==> config.mk <==
export PLATFORM = sky130hd
export DESIGN_NAME = priv_mode_ctrl
export DESIGN_NICKNAME = d
export VERILOG_FILES = /design/src/rtl/privctl_pkg.sv /design/src/rtl/priv_viol_det.sv /design/src/rtl/irq_pend_unit.sv /design/src/rtl/mode_regs.sv /design/src/rtl/priv_mode_ctrl.sv
export SDC_FILE = /design/constraint.sdc
export NUM_CORES = 1
export LEC_CHECK = 0
export ABC_AREA = 1
export CAP_MARGIN = 20
export CORE_MARGIN = 3
export CORE_UTILIZATION = 35
export DETAILED_ROUTE_END_ITERATION = 8
export GPL_TIMING_DRIVEN = 1
export PLACE_DENSITY = 0.8
export SYNTH_ARGS = -nofsm -noshare
export SYNTH_HDL_FRONTEND = slang
export SYNTH_SLANG_ARGS = --single-unit
==> constraint.sdc <==
create_clock -name clk -period 1.2 [get_ports clk]
set_input_delay 0.24 -clock clk [delete_from_list [all_inputs] [get_ports clk]]
set_output_delay 0.24 -clock clk [all_outputs]
set_load 0.02 [all_outputs]
==> src/rtl/privctl_pkg.sv <==
package privctl_pkg;

  typedef enum logic [2:0] {
    IC_NORMAL  = 3'd0,
    IC_PRIV    = 3'd1,
    IC_SETMODE = 3'd2,
    IC_RETUSER = 3'd3,
    IC_INTCFG  = 3'd4
  } iclass_e;

  localparam logic MODE_SYS = 1'b0;
  localparam logic MODE_USR = 1'b1;

  // Any class except normal needs system mode, reserved codes included.
  function automatic logic needs_system(input logic [2:0] cls);
    return cls != IC_NORMAL;
  endfunction

  function automatic logic is_violation(input logic valid, input logic mode,
                                        input logic [2:0] cls);
    return valid && (mode == MODE_USR) && needs_system(cls);
  endfunction

endpackage

==> src/rtl/priv_viol_det.sv <==
module priv_viol_det
  import privctl_pkg::*;
(
  input  logic       valid,
  input  logic       mode,
  input  logic [2:0] cls,
  output logic       viol,
  output logic       do_setmode,
  output logic       do_retuser,
  output logic       do_intcfg
);
  logic sys_issue;

  always_comb begin
    viol      = is_violation(valid, mode, cls);
    sys_issue = valid && (mode == MODE_SYS);
    do_setmode = sys_issue && (cls == IC_SETMODE);
    do_retuser = sys_issue && (cls == IC_RETUSER);
    do_intcfg  = sys_issue && (cls == IC_INTCFG);
  end
endmodule

==> src/rtl/irq_pend_unit.sv <==
module irq_pend_unit #(
  parameter int VEC_W = 4
) (
  input  logic             clk,
  input  logic             rst_n,
  input  logic             irq_req,
  input  logic [VEC_W-1:0] irq_vec,
  input  logic             take,
  output logic             req_eff,
  output logic [VEC_W-1:0] vec_eff,
  output logic             pend_q
);
  logic [VEC_W-1:0] pvec_q;

  always_comb begin
    req_eff = pend_q || irq_req;
    vec_eff = pend_q ? pvec_q : irq_vec;
  end

  always_ff @(posedge clk or negedge rst_n) begin
    if (!rst_n) begin
      pend_q <= 1'b0;
      pvec_q <= '0;
    end else if (take) begin
      pend_q <= 1'b0;
    end else if (!pend_q && irq_req) begin
      pend_q <= 1'b1;
      pvec_q <= irq_vec;
    end
  end
endmodule

==> src/rtl/mode_regs.sv <==
module mode_regs
  import privctl_pkg::*;
(
  input  logic clk,
  input  logic rst_n,
  input  logic enter_trap,
  input  logic exec_ok,
  input  logic do_setmode,
  input  logic do_retuser,
  input  logic do_intcfg,
  input  logic arg,
  output logic mode_q,
  output logic prev_q,
  output logic ien_q
);
  always_ff @(posedge clk or negedge rst_n) begin
    if (!rst_n) begin
      mode_q <= MODE_SYS;
      prev_q <= MODE_SYS;
      ien_q  <= 1'b0;
    end else if (enter_trap) begin
      prev_q <= mode_q;
      mode_q <= MODE_SYS;
    end else if (exec_ok) begin
      if (do_setmode) mode_q <= arg;
      if (do_retuser) mode_q <= MODE_USR;
      if (do_intcfg)  ien_q  <= arg;
    end
  end
endmodule

==> src/rtl/priv_mode_ctrl.sv <==
module priv_mode_ctrl
  import privctl_pkg::*;
#(
  parameter int VEC_W    = 4,
  parameter int CAUSE_W  = 2,
  parameter int TRAP_VEC = 0
) (
  input  logic               clk,
  input  logic               rst_n,
  input  logic               insn_valid,
  input  logic [2:0]         insn_class,
  input  logic               insn_arg,
  input  logic               irq_req,
  input  logic [VEC_W-1:0]   irq_vec,
  output logic               mode_o,
  output logic               int_en_o,
  output logic               prev_mode_o,
  output logic               trap_o,
  output logic [CAUSE_W-1:0] trap_cause_o,
  output logic [VEC_W-1:0]   vec_idx_o
);
  localparam logic [CAUSE_W-1:0] CAUSE_NONE = CAUSE_W'(0);
  localparam logic [CAUSE_W-1:0] CAUSE_PRIV = CAUSE_W'(1);
  localparam logic [CAUSE_W-1:0] CAUSE_IRQ  = CAUSE_W'(2);
  localparam logic [VEC_W-1:0]   TRAP_IDX   = VEC_W'(TRAP_VEC);

  logic             mode_q, prev_q, ien_q;
  logic             priv_viol, do_setmode, do_retuser, do_intcfg;
  logic             req_eff, irq_pend, irq_take;
  logic [VEC_W-1:0] vec_eff;

  priv_viol_det u_det (
    .valid      (insn_valid),
    .mode       (mode_q),
    .cls        (insn_class),
    .viol       (priv_viol),
    .do_setmode (do_setmode),
    .do_retuser (do_retuser),
    .do_intcfg  (do_intcfg)
  );

  irq_pend_unit #(.VEC_W(VEC_W)) u_pend (
    .clk     (clk),
    .rst_n   (rst_n),
    .irq_req (irq_req),
    .irq_vec (irq_vec),
    .take    (irq_take),
    .req_eff (req_eff),
    .vec_eff (vec_eff),
    .pend_q  (irq_pend)
  );

  // Violation outranks the interrupt; the interrupt then stays pending.
  assign irq_take = req_eff && ien_q && !priv_viol;

  mode_regs u_regs (
    .clk        (clk),
    .rst_n      (rst_n),
    .enter_trap (priv_viol || irq_take),
    .exec_ok    (!irq_take),
    .do_setmode (do_setmode),
    .do_retuser (do_retuser),
    .do_intcfg  (do_intcfg),
    .arg        (insn_arg),
    .mode_q     (mode_q),
    .prev_q     (prev_q),
    .ien_q      (ien_q)
  );

  always_comb begin
    trap_o       = priv_viol || irq_take;
    trap_cause_o = CAUSE_NONE;
    vec_idx_o    = '0;
    if (priv_viol) begin
      trap_cause_o = CAUSE_PRIV;
      vec_idx_o    = TRAP_IDX;
    end else if (irq_take) begin
      trap_cause_o = CAUSE_IRQ;
      vec_idx_o    = vec_eff;
    end
  end

  assign mode_o      = mode_q;
  assign int_en_o    = ien_q;
  assign prev_mode_o = (mode_q == MODE_SYS) ? prev_q : 1'b0;

endmodule

==> results of run 1 <==
## power by group
part	switching (W)	internal, W	leakage [nW]	total (W)
Combinational	0.000877	0.000773	0.377	0.00165
Clock	0.0000823	0.000127	0.0150	0.000209
Sequential	0.000124	0.000397	0.0978	0.000520
## timing repair
action                                  CTS  global route
pin swaps                                 7             5
gates resized for setup                  73            19
endpoints found under the setup margin   16            17
buffers inserted                          5             4
## final timing paths
check,startpoint,endpoint,slack (ns),cells after the start
max,u_pend.pend_q$_DFFE_PN0P_,vec_idx_o[2],-0.25,5
min,rst_n,u_pend.pvec_q[0]$_DFFE_PN0P_,0.26,1
max reg2reg,u_pend.pend_q$_DFFE_PN0P_,u_pend.pvec_q[2]$_DFFE_PN0P_,-0.05,7
min reg2reg,u_pend.pvec_q[0]$_DFFE_PN0P_,u_pend.pvec_q[0]$_DFFE_PN0P_,0.49,2
max in group asynchronous,rst_n,u_regs.mode_q$_DFFE_PN0P_,0.67,1
min in group clk,u_pend.pvec_q[0]$_DFFE_PN0P_,u_pend.pvec_q[0]$_DFFE_PN0P_,0.49,2
## sequential cells by signal, summed over array words and instances, names as in the netlist
name and cells:
u_pend.pvec_q 4, u_pend.pend_q 1, u_regs.ien_q 1, u_regs.mode_q 1
u_regs.prev_q 1
## routing by layer
layer | track usage | vias up | share of wire
met5 | 0 | - | 0
met4 | 0.0683 | 0 | 0.021
met3 | 0.0127 | 4 | 0.028
met2 | 0.305 | 16 | 0.54
met1 | 0.229 | 288 | 0.41
li1 | - | 298 | -
## stage by stage
step | power [W] | cells | hold WS (ns) | setup TNS (ns) | instance area (µm²)
after floorplan | 0.00119 | 67 | -0.0556 | 0 | 529
after global placement | 0.00178 | 116 | 0.459 | -8.32 | 862
after detailed placement | 0.00182 | 116 | 0.469 | -8.87 | 862
after CTS | 0.00218 | 123 | 0.260 | -2.15 | 932
after global routing | 0.00252 | 124 | 0.258 | -2.75 | 1000
final | 0.00238 | 124 | 0.257 | -1.94 | 1000
## logic make-up after synthesis
kind of cell | share of synthesized area
flops | 0.422
compound gates | 0.0897
buf+inv | 0.0871
simple gates | 0.401
## cells in the final DEF (no fill, tap or decap), drive strengths merged
master / synthesis / routed
nand2: 27 / 27
dfrtp: 8 / 8
a21oi: 5 / 5
clkbuf: 0 / 4
clkdlybuf4s50: 0 / 6
dlygate4sd2: 0 / 5
inv: 9 / 9
buf: 1 / 29
nor2: 8 / 8
nand3: 6 / 6
o21ai: 2 / 2
nand4: 1 / 1
## worst max-delay path, delay by kind of cell (launching register included)
kind / cells / cell delay, ns
simple gates: 1 / 0.11
compound gates: 2 / 0.20
buf+inv: 2 / 0.21
flops: 1 / 0.45
## final cells by class
type                       instances  share of cell area
timing repair buffer              40               0.374
tap                               14              0.0175
inverter                           9              0.0388
clock buffer                       4              0.0263
multi-input combinational         49               0.340
sequential                         8               0.203
==> results.md, run 1 <==
Floorplan:
- The effective utilization at floorplan is 0.400.
- The floorplan row count is 12.
- After floorplanning, the core was sized to cover 1190 µm².
- In this run the horizontal extent of the chip is 42.8 µm.
- In this run the vertical extent of the chip is 42.8 µm.
- The area of the die is 1830 µm².
- For this design the top-level I/O count stands at 22.

Synthesis:
- Counting flops with a built-in enable in the synthesized netlist gives 0.
- The fraction of post-synthesis cell area in the top cell type by area is 0.422.
- The net count after synthesis is 79.
- During synthesis, Yosys emitted a total of 0 warnings.
- The primary flip-flop cell chosen by synthesis mapping is dfrtp_1.
- After synthesis, the cell types taking the most area are dfrtp_1 (42%), nand2_1 (19%), nand2_4 (7.1%), nand3_1 (6.3%), nor2_1 (6.3%).
- Counting flops with an async set or reset pin after synthesis yields a share of 1.00.
- Synthesis produced a netlist whose cell count is 67.
- dfrtp_1 takes more of the synthesized area than any other cell.
- After synthesis the netlist holds a flip-flop and latch count of 8.
- The synthesized area divided by synthesized cell count is 7.08 µm².
- The area of the mapped netlist is 474 µm².
- The number of distinct library cell variants in the gate-level netlist after synthesis is 13.
- The sequential fraction of the synthesis area is 0.422.
- The most frequently used cell type in the post-synthesis netlist is nand2_1.
- By count the netlist is led by nand2_1 (24), dfrtp_1 (8), nor2_1 (8), inv_1 (7), nand3_1 (6).

Power and ir drop:
- For this design the static power due to leakage is 0.490 nW.
- The worst supply voltage drop on vdd is 1.68 mV.
- Power spread over the standard cell area amounts to 2380 nW/µm².

Finish:
- Measured on the finished design, the core utilization comes to 0.843.
- The number of antenna repair diodes is 0.
- The layout overhead on the synthesized area is 111%.
- Fill cells in the final layout number 71.
- The area of all sequential standard cells is 203 µm².
- In the final layout, the multi-input gates occupy 340 µm².
- For this run, the post-layout net count is 123.
- The fraction of layout cells with a size suffix above 1 is 0.555.

Status:
- The final reports fail on setup timing.
- The run finished, with violations left.

Route:
- In the routed layout, each cell is associated on average with a via count of 4.89.
- The detail route stage leaves a number of antenna-violating nets equal to 0.
- For this run, design rule violations remaining after detail routing come to 0.
- The first routing iteration left 19 violations.
- The average wire length per cell after detail routing is 14.3 µm.
- The first detailed-routing pass took 4 iterations.
- The total vias in the final route is 606.
- Summed over all layers, the routed wires come to 1.78 mm.

CTS:
- The later pin in the worst-skew pair is clocked with a latency of 0.25 ns.
- The maximum buffer depth of the clock tree is 2.
- In this run the number of H-tree levels came out at 1.
- The clock buffer count from CTS is 3.
- The CTS sink count is 8.
- The root buffer selected by CTS is clkbuf_4.
- The quantity of hold-fixing buffers added after cts is 0.
- After clock tree synthesis, the clock-pin slew on the worst setup and hold paths is 0.06 ns.
- The clock tree from TritonCTS is built.

Worst setup path:
- The startpoint kind of the worst setup timing path is a register.
- The signal on the critical path passes through o21ai_4 > inv_2 > nand2_8 > a21oi_4 > buf_6.
- The worst setup path is of the reg -> out kind.
- The critical-path cell with the highest stage delay is dfrtp_2.
- The type of element capturing the critical path is an output port.
- The arrival time reported for the critical path endpoint is 1.21 ns.
- The longest individual stage delay on the worst path is 0.45 ns.
- The top fanout value on the critical path is 6.
- For the worst setup path, the data required time is 0.96 ns.

STA:
- Setup violations remaining at the end of the flow were counted as 14.
- Measured against its own limit, the worst slew margin works out to 0.774.
- The transition time of the tightest slew-check pin is 0.339 ns.
- Setup repair after global routing could not meet its margin everywhere.
- The worst clock skew on the final layout is 0.0117 ns.
- The count of endpoints failing hold in the final timing report is 0.
- After layout, the worst setup slack is -0.254 ns.
- The achievable frequency is 688 MHz.
- For the finished layout, the period the worst path requires is 1.45 ns.
- The number of slew-limit violations in the final report is 0.
- Of the available clock period, the critical path in the final layout requires 1.21.

Hold path:
- The class of the tightest hold or removal check is in -> async.

GRT:
- The pin count of the biggest net entering global routing is 9.
- The remaining global-route overflow is 0.
- The initial antenna violation count was 0.
- The overall track demand over capacity in global routing is 0.178.
- The via count of the first global-routing pass is 571.
- The first global-routing pass estimated 2.48 mm of wire.

Place:
- The post-place setup slack is -0.870 ns.
- Buffers placed on the I/O ports in this run total 21.
- The final weighted congestion in routability-driven placement is 0.700.
- The half-perimeter wire length after detailed placement is 1.16 mm.

Job:
- Max-cap violations in this run came to 0.
No activity file was read; power rests on OpenSTA's default activity.
==> run 2, diff against run 1 <==
--- a/config.mk
+++ b/config.mk
@@ -9,6 +9,7 @@
 export CAP_MARGIN = 20
 export CORE_MARGIN = 3
 export CORE_UTILIZATION = 35
+export CTS_CLUSTER_DIAMETER = 50
 export DETAILED_ROUTE_END_ITERATION = 8
 export GPL_TIMING_DRIVEN = 1
 export PLACE_DENSITY = 0.8
==> constraint.sdc (replaced) <==
create_clock -name clk -period 1.8 [get_ports clk]
set_input_delay 0.36 -clock clk [delete_from_list [all_inputs] [get_ports clk]]
set_output_delay 0.36 -clock clk [all_outputs]
set_load 0.02 [all_outputs]
==> results.md, run 2 (synthesis results as in run 1) <==
Finish:
- The count of non-filler cells in the finished layout is 113 (-8.9%).
- The total area of multi-input combinational cells was 262 µm² (-23%).
- The number of antenna repair diodes is 0 (unchanged).
- From synthesis to final layout, the design area changed by 69.1%.
- The area of all sequential standard cells came to 200 µm² (-1.2%).
- The fraction of layout cells with a size suffix above 1 is 0.333 (-0.221).
- The library cell used most frequently in the layout, excluding fill and tap cells, is nand2_1.
- The finished layout cell area is 802 µm² (-20%).
- The flip-flop count of the largest register after layout is 4 (unchanged).
- The register with the most flip-flops in the final layout is u_pend.pvec_q.
- The library cells used most frequently in the layout, excluding fill and tap cells, are nand2_1 (22), buf_4 (13), clkdlybuf4s50_1 (9).
- The fill cell total of the finished layout is 101 (+42%).
- The post-layout net count was 113 (-8.1%).

STA:
- The count of endpoints failing hold in the final timing report is 0 (unchanged).
- The clock period minus worst slack is 1.74 ns.
- Static timing analysis puts the maximum clock frequency at 575 MHz.
- Setup repair after global routing left no endpoint under its margin.
- The worst clock skew on the final layout is 0.0106 ns (-0.00109 ns).
- The number of slew-limit violations in the final report is 0 (unchanged).
- The worst slew margin relative to its limit was 0.744 (-0.0298).
- The final worst setup slack is 0.0600 ns (+0.314 ns).
- The total negative slack for setup checks was 0 ns (+1.94 ns).
- The transition time of the tightest slew-check pin was 0.383 ns (+0.0446 ns).
- The count of endpoints failing setup in the final report was 0 (-14).
- The post-route clock period utilization is 0.967.

Worst setup path:
- The required time of the worst setup path is 1.44 ns (+0.48 ns).
- The arrival time reported for the critical path endpoint is 1.38 ns (+0.17 ns).
- The top fanout value on the critical path is 4 (-2).
- The startpoint identified for the worst register-to-register timing path is u_pend.pend_q$_DFFE_PN0P_.
- The length in cells of the worst reg-to-reg path is 6 (-1).
- The worst setup path is captured at an output port.
- The source of the critical timing path is insn_valid.
- The worst reg-to-reg setup slack is 0.64 ns (+0.69 ns).
- Following the worst setup path forward leads to its endpoint at trap_o.
- The worst setup path is launched from an input port.
- The critical path class is in -> out.
- The end of the worst register-to-register path is u_regs.prev_q$_DFFE_PN0P_.

Route:
- The average wire length per cell after detail routing is 11.6 µm (-19%).
- The total vias in the final route is 526 (-13%).
- The number of remaining DRC errors is 0 (unchanged).
- The number of routed nets with antenna violations was 0 (unchanged).
- The number of optimization iterations in the first detailed-route pass is 4 (unchanged).
- The wire length after detailed routing is 1.31 mm (-26%).
- The detail-routed via count per cell was 4.65 (-4.8%).
- The starting DRC count in detailed routing is 8 (-11).

Place:
- The half-perimeter wire length after detailed placement is 938 µm (-19%).
- The post-place setup slack came to -0.514 ns (+0.355 ns).
- The final weighted congestion in routability-driven placement came to 0.790 (+13%).
- The total placed cells including tap cells was 110 (-5.2%).
- The instance area after placement is 762 µm² (-12%).
- The count of input and output buffers is 21 (unchanged).

Power and ir drop:
- The reported leakage power is 0.438 nW (-11%).
- The power per cell area is 1530 nW/µm² (-36%).
- The worst supply voltage drop on vdd was 0.945 mV (-44%).

CTS:
- The quantity of hold-fixing buffers added after cts is 0 (unchanged).
- The number of H-tree levels came to 1 (unchanged).
- The clock insertion delay at the later pin of the skew report is 0.26 ns (about the same).
- The clock tree from TritonCTS is built.
- The post-CTS setup buffer count came to 0 (-5).
- CTS placed an instance of clkbuf_4 at the clock tree root.
- The clock-pin slew of the registers on the worst-case setup and hold paths is 0.06 ns (about the same).
- The CTS sink count is 8 (unchanged).
- The clock buffer count from CTS is 3 (unchanged).
- The maximum buffer depth of the clock tree came to 2 (unchanged).

GRT:
- The initial antenna violation count is 0 (unchanged).
- The overall track demand over capacity in global routing is 0.157 (-0.0211).
- The wire length of the first global-routing pass is 2.10 mm (-15%).
- The pin count of the biggest net entering global routing is 10 (+1).
- The via count of the first global-routing pass is 491 (-14%).
- The remaining global-route overflow was 0 (unchanged).

Floorplan:
- The floorplan row count is 12 (unchanged).
- The number of I/O pins came to 22 (unchanged).
- The area of the die is 1830 µm² (unchanged).
- The die width was 42.8 µm (unchanged).
- The die span in y came to 42.8 µm (unchanged).
- The effective utilization at floorplan is 0.400 (unchanged).
- The core footprint is 1190 µm² (unchanged).

Hold path:
- In this run the worst hold path is classified as in -> async.

Job:
- The count of max-cap constraint violations is 0 (unchanged).

Status:
- The flow ran to the end, and the final reports show no timing, DRC or antenna violations.
run 2: cell count changes in the layout (fill, tap and decap cells not counted), moves of 2 or more:
cell             before  now
dfrtp_2               2    0
dfrtp_1               6    8
buf_6                14    2
buf_4                15   13
dlygate4sd2_1         5    3
a21oi_2               1    5
inv_4                 2    0
nand2_2               8    2
inv_1                 4    6
dlymetal6s2s_1        0    2
nor2_1                6    8
nand2_1              15   22
a21oi_4               4    0
clkdlybuf4s50_1       6    9
run 2: worst min-delay path by stage:
| stage | from | endpoint | slack [ns] | cells past startpoint |
|---|---|---|---|---|
| final | rst_n | u_pend.pend_q$_DFFE_PN0P_ | 0.39 | 1 |
| after global placement | u_pend.pvec_q[2]$_DFFE_PN0P_ | u_pend.pvec_q[2]$_DFFE_PN0P_ | 0.45 | 2 |
| after detailed placement | u_pend.pvec_q[0]$_DFFE_PN0P_ | u_pend.pvec_q[0]$_DFFE_PN0P_ | 0.46 | 2 |
| after floorplan | rst_n | u_pend.pend_q$_DFFE_PN0P_ | 0.06 | 0 |
| after global routing | rst_n | u_pend.pend_q$_DFFE_PN0P_ | 0.39 | 1 |
| after CTS | rst_n | u_pend.pend_q$_DFFE_PN0P_ | 0.39 | 1 |
run 2: through the flow:
step | power, W | utilization | hold slack (ns)
2_1_floorplan | 0.000696 | - | 0.0644
3_3_place_gp | 0.00104 | 0.642 | 0.453
3_5_place_dp | 0.00106 | 0.642 | 0.460
4_1_cts | 0.00123 | 0.665 | 0.388
5_1_grt | 0.00132 | 0.676 | 0.385
6_report | 0.00123 | 0.676 | 0.386
run 2: final cells by class:
type / instances / area share
flip-flops and latches: 8 / 0.250
repair buffers: 30 / 0.332
multi-input cells: 49 / 0.326
well taps: 14 / 0.0218
inverters: 9 / 0.0421
clock buffers: 3 / 0.0281
run 2: report_power, final:
part           internal, W  switching (W)
Combinational     0.000352       0.000431
Clock            0.0000764      0.0000620
Sequential        0.000260      0.0000478
Total             0.000688       0.000541
run 2: worst max-delay path, cell delays in order:
cell and delay (ns):
clkdlybuf4s50_1 0.47, nand2_1 0.05, inv_1 0.08, nand2_4 0.08, buf_4 0.15, nand2_2 0.07
buf_6 0.12
run 2: per-layer routing:
| layer | up-vias | track usage | share of wire |
|---|---|---|---|
| met5 | - | 0 | 0 |
| met4 | 0 | 0.0994 | 0.043 |
| met3 | 6 | 0.0636 | 0.059 |
| met2 | 19 | 0.237 | 0.49 |
| met1 | 226 | 0.181 | 0.41 |
| li1 | 275 | - | - |
run 2: what timing repair did:
action / in CTS / in global routing
setup endpoints to repair: 8 / 6
endpoints found under the hold margin: 0 / 0
pin swaps: 1 / 0
resized for setup: 43 / 6
==> run 3, diff against run 2 <==
--- a/config.mk
+++ b/config.mk
@@ -6,6 +6,7 @@
 export NUM_CORES = 1
 export LEC_CHECK = 0
 export ABC_AREA = 1
+export ABC_CLOCK_PERIOD_IN_PS = 1800
 export CAP_MARGIN = 20
 export CORE_MARGIN = 3
 export CORE_UTILIZATION = 35
==> results of run 3 <==
Same layout as run 2: the final DEF is identical, and so are final timing and power.
